==> src/rtl/pic_pkg.sv <==
`timescale 1ns/1ps
package pic_pkg;
  // Valid edge selection codes seen on edge_sel
  typedef enum logic [1:0] {
    EDGE_RISE = 2'b00,
    EDGE_FALL = 2'b01,
    EDGE_BOTH = 2'b10,
    EDGE_ANY  = 2'b11
  } edge_mode_e;
endpackage

==> src/rtl/pic_edge_det.sv <==
`timescale 1ns/1ps
module pic_edge_det
  import pic_pkg::*;
#(
  parameter int SYNC_STAGES = 2
) (
  input  logic       clk,
  input  logic       rst,
  input  logic       pin,
  input  logic [1:0] edge_sel,
  output logic       edge_hit
);
  // smp_q[SYNC_STAGES-1] is the synchronized level, smp_q[SYNC_STAGES] its history
  logic [SYNC_STAGES:0] smp_q;
  logic cur_lvl, prev_lvl, rise, fall;
  edge_mode_e mode;

  always_ff @(posedge clk) begin
    if (rst) smp_q <= '0;
    else     smp_q <= {smp_q[SYNC_STAGES-1:0], pin};
  end

  assign cur_lvl  = smp_q[SYNC_STAGES-1];
  assign prev_lvl = smp_q[SYNC_STAGES];
  assign rise     = cur_lvl & ~prev_lvl;
  assign fall     = ~cur_lvl & prev_lvl;

  always_comb begin
    mode = edge_mode_e'(edge_sel);
    case (mode)
      EDGE_RISE: edge_hit = rise;
      EDGE_FALL: edge_hit = fall;
      default:   edge_hit = rise | fall;
    endcase
  end
endmodule

==> src/rtl/pic_tick_sel.sv <==
`timescale 1ns/1ps
module pic_tick_sel #(
  parameter int N_SRC = 2,
  parameter int SEL_W = (N_SRC > 1) ? $clog2(N_SRC) : 1
) (
  input  logic [N_SRC-1:0] src,
  input  logic [SEL_W-1:0] sel,
  output logic             tick
);
  logic [N_SRC-1:0] hit;

  for (genvar i = 0; i < N_SRC; i++) begin : g_src
    assign hit[i] = src[i] && (sel == SEL_W'(i));
  end

  assign tick = |hit;
endmodule

==> src/rtl/pic_core.sv <==
`timescale 1ns/1ps
module pic_core #(
  parameter int CNT_W = 16
) (
  input  logic             clk,
  input  logic             rst,
  input  logic             tick,
  input  logic             trig_edge,
  input  logic             start,
  input  logic             stop,
  output logic [CNT_W-1:0] cap_q,
  output logic             ovf_q,
  output logic             irq_q
);
  localparam logic [CNT_W-1:0] CNT_MAX = '1;

  logic             run_q;
  logic             trk_q;
  logic [CNT_W-1:0] cnt_q;
  logic             do_launch, do_cap, do_step;

  // stop overrides everything; start on an idle channel only launches
  assign do_launch = start && !stop && !run_q;
  assign do_cap    = run_q && !stop && (trig_edge || start);
  assign do_step   = run_q && !stop && !do_cap && tick;

  always_ff @(posedge clk) begin
    if (rst) begin
      run_q <= 1'b0;
      trk_q <= 1'b0;
      cnt_q <= '0;
      cap_q <= '0;
      ovf_q <= 1'b0;
      irq_q <= 1'b0;
    end else begin
      irq_q <= 1'b0;
      if (stop) begin
        run_q <= 1'b0;
      end else if (do_launch) begin
        run_q <= 1'b1;
        cnt_q <= '0;
        trk_q <= 1'b0;
      end else if (do_cap) begin
        cap_q <= cnt_q;
        ovf_q <= trk_q;
        cnt_q <= '0;
        trk_q <= 1'b0;
        irq_q <= 1'b1;
      end else if (do_step) begin
        cnt_q <= cnt_q + 1'b1;
        if (cnt_q == CNT_MAX) trk_q <= 1'b1;
      end
    end
  end
endmodule

==> src/rtl/pulse_interval_capture.sv <==
`timescale 1ns/1ps
module pulse_interval_capture #(
  parameter int CNT_W       = 16,
  parameter int SYNC_STAGES = 2
) (
  input  logic             clk,
  input  logic             rst,
  input  logic             tin,
  input  logic             cke_src0,
  input  logic             cke_src1,
  input  logic             cke_sel,
  input  logic             sw_start,
  input  logic             sw_stop,
  input  logic [1:0]       edge_sel,
  output logic [CNT_W-1:0] cap_data,
  output logic             ovf_flag,
  output logic             irq
);
  localparam int N_SRC = 2;

  logic edge_hit;
  logic tick;

  pic_edge_det #(.SYNC_STAGES(SYNC_STAGES)) u_edge (
    .clk      (clk),
    .rst      (rst),
    .pin      (tin),
    .edge_sel (edge_sel),
    .edge_hit (edge_hit)
  );

  pic_tick_sel #(.N_SRC(N_SRC)) u_tick (
    .src  ({cke_src1, cke_src0}),
    .sel  (cke_sel),
    .tick (tick)
  );

  pic_core #(.CNT_W(CNT_W)) u_core (
    .clk       (clk),
    .rst       (rst),
    .tick      (tick),
    .trig_edge (edge_hit),
    .start     (sw_start),
    .stop      (sw_stop),
    .cap_q     (cap_data),
    .ovf_q     (ovf_flag),
    .irq_q     (irq)
  );
endmodule

==> config.mk <==
export PLATFORM = sky130hd
export DESIGN_NAME = pulse_interval_capture
export DESIGN_NICKNAME = d
export VERILOG_FILES = /design/src/rtl/pic_pkg.sv /design/src/rtl/pic_edge_det.sv /design/src/rtl/pic_tick_sel.sv /design/src/rtl/pic_core.sv /design/src/rtl/pulse_interval_capture.sv
export SDC_FILE = /design/constraint.sdc
export NUM_CORES = 1
export LEC_CHECK = 0
export ABC_CLOCK_PERIOD_IN_PS = 2180
export BUFFER_PORTS_ARGS = -buffer_cell sky130_fd_sc_hd__buf_2
export CAP_MARGIN = 25
export CORE_MARGIN = 2
export CORE_UTILIZATION = 25
export DETAILED_ROUTE_END_ITERATION = 6
export PLACE_DENSITY = 0.41
export SYNTH_ARGS = -nofsm -noshare
export SYNTH_HDL_FRONTEND = slang
export SYNTH_SLANG_ARGS = --single-unit
==> constraint.sdc <==
create_clock -name clk -period 2.18 [get_ports clk]
set_input_delay 0.218 -clock clk [delete_from_list [all_inputs] [get_ports clk]]
set_output_delay 0.218 -clock clk [all_outputs]
set_load 0.02 [all_outputs]
==> metrics.yaml <==
timing:
  worst_slew_pin_slew_ns: 0.391
  fin_crit_sh_pct: 91.8
  final.setup.worst_slack_ns: 0.179
  setup_viol: 0
  slew_violations: 0
  maxSlewHeadroom_pct: 73.8
  setup_tns_ns: 0
  rsz0062_at_grt: "false"
  max_freq_mhz: 500
  min_period_ns: 2.00
  hold_violations: 0
  clock_skew_ns: 0.0117
clock_network:
  cts_setup_buffers: 0
  path_clk_slew_ns: 0.08
  clk_path_buf_depth: 2
  clock-sinks: 39
  cts-resized-gates: 0
  tritoncts: "yes"
  cts_hold_buf: 0
  clkLatencyLatePin_ns: 0.30
  h-tree-depth: 2
  numCtsBuffers: 5
  root_buffer: "clkbuf_8"
logic_synthesis:
  synth-async-reset-ratio_pct: 0
  yosys.cell_types.count: 33
  synth_compound_area_share_pct: 11.5
  ys_seq_area_share_pct: 44.4
  synth_simple_gate_area_share_pct: 21.8
  synth_top_area_share_pct: 44.4
  avgSynthCellArea_sq_um: 8.97
  synth-xor-area-share_pct: 1.99
  synthMuxAreaShare_pct: 14.3
  yosys_most_used_dff: "dfxtp_1"
  synth_warnings: 0
  syn_nets: 209
  ys_ff_latch: 39
  synthTopCellsByArea: "dfxtp_1, mux2i_1, nand2_1"
  synth_top_family_by_area: "simple AND/OR/NAND/NOR gates"
  syn-instance-count: 196
  synth-edff-count: 0
  syn-cell-area_sq_mm: 0.00176
  synthAdderAreaFrac_pct: 2.14
  post-synth-top-area-cell: "dfxtp_1"
setup_path:
  end_kind: "flip-flop"
  ff2ff_path_depth: 7
  required_ns: 2.40
  rrSetupSlack_ns: 0.18
  critPathMaxFanout: 19
  r2r_start: "u_edge.smp_q[1]"
  arrival_ns: 2.22
  timing.rr.end: "u_core.cnt_q[14]"
  path_class: "reg2reg"
  critPathLaunchType: "flip-flop"
finish:
  final_area_sq_mm: 0.00214
  instances_no_fill: 326
  syn_to_final_growth_pct: 21.8
  layout-drive-gt1-share_pct: 20.9
  antenna_cells: 0
  num-fill-cells: 738
  final_common_cell: "nand2_1"
  nets: 242
  final_cell_mix: "nand2_1, dfxtp_1, buf_2"
floorplanning:
  die_y_um: 87.9
  dieArea_sq_mm: 0.00772
  io_pins: 28
  die_w_um: 87.9
  fp-row-count: 30
  initial_core_util_pct: 25.9
  core_area_sq_mm: 0.00679
routing:
  ant_nets: 0
  wl_um: 3960
  route.met3.wl_um: 117
  wl_per_cell_um: 12.1
  drt-met1-wl_um: 1940
  highest_layer: "met4"
  wl_met2_um: 1800
  drc_errors: 0
  vias: 1482
  drt_iter0_markers: 64
  viasPerCell: 4.55
  drtPass1Iterations: 4
placed_design:
  detailed_place.area_sq_mm: 0.00206
  port_buffers: 27
  place_congestion: 0.733
  dp.cells: 318
  dpl.hpwl_um: 2730
  place_ws_ns: 0.197
outcome:
  status: "completed"
run:
  max_cap_violations: 0
grt:
  grt_pass1_vias: 1368
  grt_overflow: 0
  grt_pass1_wl_um: 6620
  antenna_found_initial: 0
  grt_max_degree: 20
  track_usage_pct: 11.1
worst_hold_path:
  holdPathStages: 2
  hold_path.class: "in2reg"
  min_from: "sw_stop"
  hold_end: "u_core.run_q"
power:
  p_leak_nw: 0.773
  peakVddDrop_mv: 0.184
  p_per_area_mw_per_mm2: 598
==> synth_stat cells, types with 2 or more instances <==
cell type	number
a211o_1	2
nand4_1	5
clkbuf_1	7
a21oi_1	11
and3_1	2
a2111o_1	4
xor2_1	4
nor2_1	8
inv_1	5
dfxtp_1	39
nand3_1	11
nand2_1	40
mux2i_1	24
buf_2	3
o31ai_1	6
ha_1	3
or4_1	2
nand3b_1	3
nor2b_1	3
==> power by group <==
part | switching [mW] | internal (mW)
logic | 0.0470 | 0.0300
registers | 0.00230 | 0.715
clock network | 0.261 | 0.224
==> area by class of cell <==
type / count / area (sq um) / share of cell area [%]
multi-input cells: 140 / 910 / 42.5
well taps: 96 / 120 / 5.61
clock inverters: 2 / 12.5 / 0.584
clock buffers: 6 / 72.6 / 3.39
flip-flops and latches: 39 / 781 / 36.5
repair buffers: 37 / 223 / 10.4
inverters: 6 / 22.5 / 1.05
==> flip-flops by register name, indices dropped and copies added (netlist names) <==
| name | count |
|---|---|
| u_edge.smp_q | 3 |
| u_core.run_q | 1 |
| u_core.cap_q | 16 |
| u_core.cnt_q | 16 |
| u_core.trk_q | 1 |
| u_core.irq_q | 1 |
| u_core.ovf_q | 1 |
==> stage by stage <==
step | total power, mW | hold WS [ns] | util, %
after detailed placement | 0.813 | 0.432 | 30.3
after floorplan | 0.778 | 0.290 | -
final | 1.28 | 0.114 | 31.5
after global routing | 1.35 | 0.122 | 31.5
after global placement | 0.813 | 0.428 | 30.3
after CTS | 1.31 | 0.107 | 31.5
==> worst max path at each step <==
| stage | slack (ns) | end | from |
|---|---|---|---|
| finish | 0.18 | u_core.cnt_q[14] | u_edge.smp_q[1] |
| detailed placement | 0.20 | u_core.cnt_q[9] | u_edge.smp_q[1] |
| CTS | 0.17 | u_core.cnt_q[12] | u_edge.smp_q[1] |
| global placement | 0.21 | u_core.cnt_q[11] | u_edge.smp_q[1] |
| floorplan | 0.21 | u_core.cnt_q[4] | u_edge.smp_q[1] |
| global route | 0.03 | u_core.cnt_q[14] | u_edge.smp_q[1] |
==> routing by layer <==
layer	track usage, %	vias up
met2	16.3	24
met3	2.83	8
met1	14.7	697
met4	6.29	0
met5	0	-
li1	-	753
==> worst max-delay path, cell delays in order, from the launching register on <==
cell and delay, ns:
dfxtp_1 0.34, inv_1 0.06, ha_1 0.30, a21bo_1 0.19, a221o_1 0.33, buf_4 0.20
a2111o_1 0.37, a21oi_1 0.13
==> kinds of logic (layout without fill, tap and decap cells) <==
| kind of cell | Yosys count | in the layout |
|---|---|---|
| simple gates | 80 | 80 |
| compound gates | 28 | 28 |
| buf+inv | 17 | 51 |
| mux | 25 | 25 |
| xor+xnor | 4 | 4 |
| fa+ha+maj | 3 | 3 |
| flops | 39 | 39 |
Power figures use the tool's default switching activity.
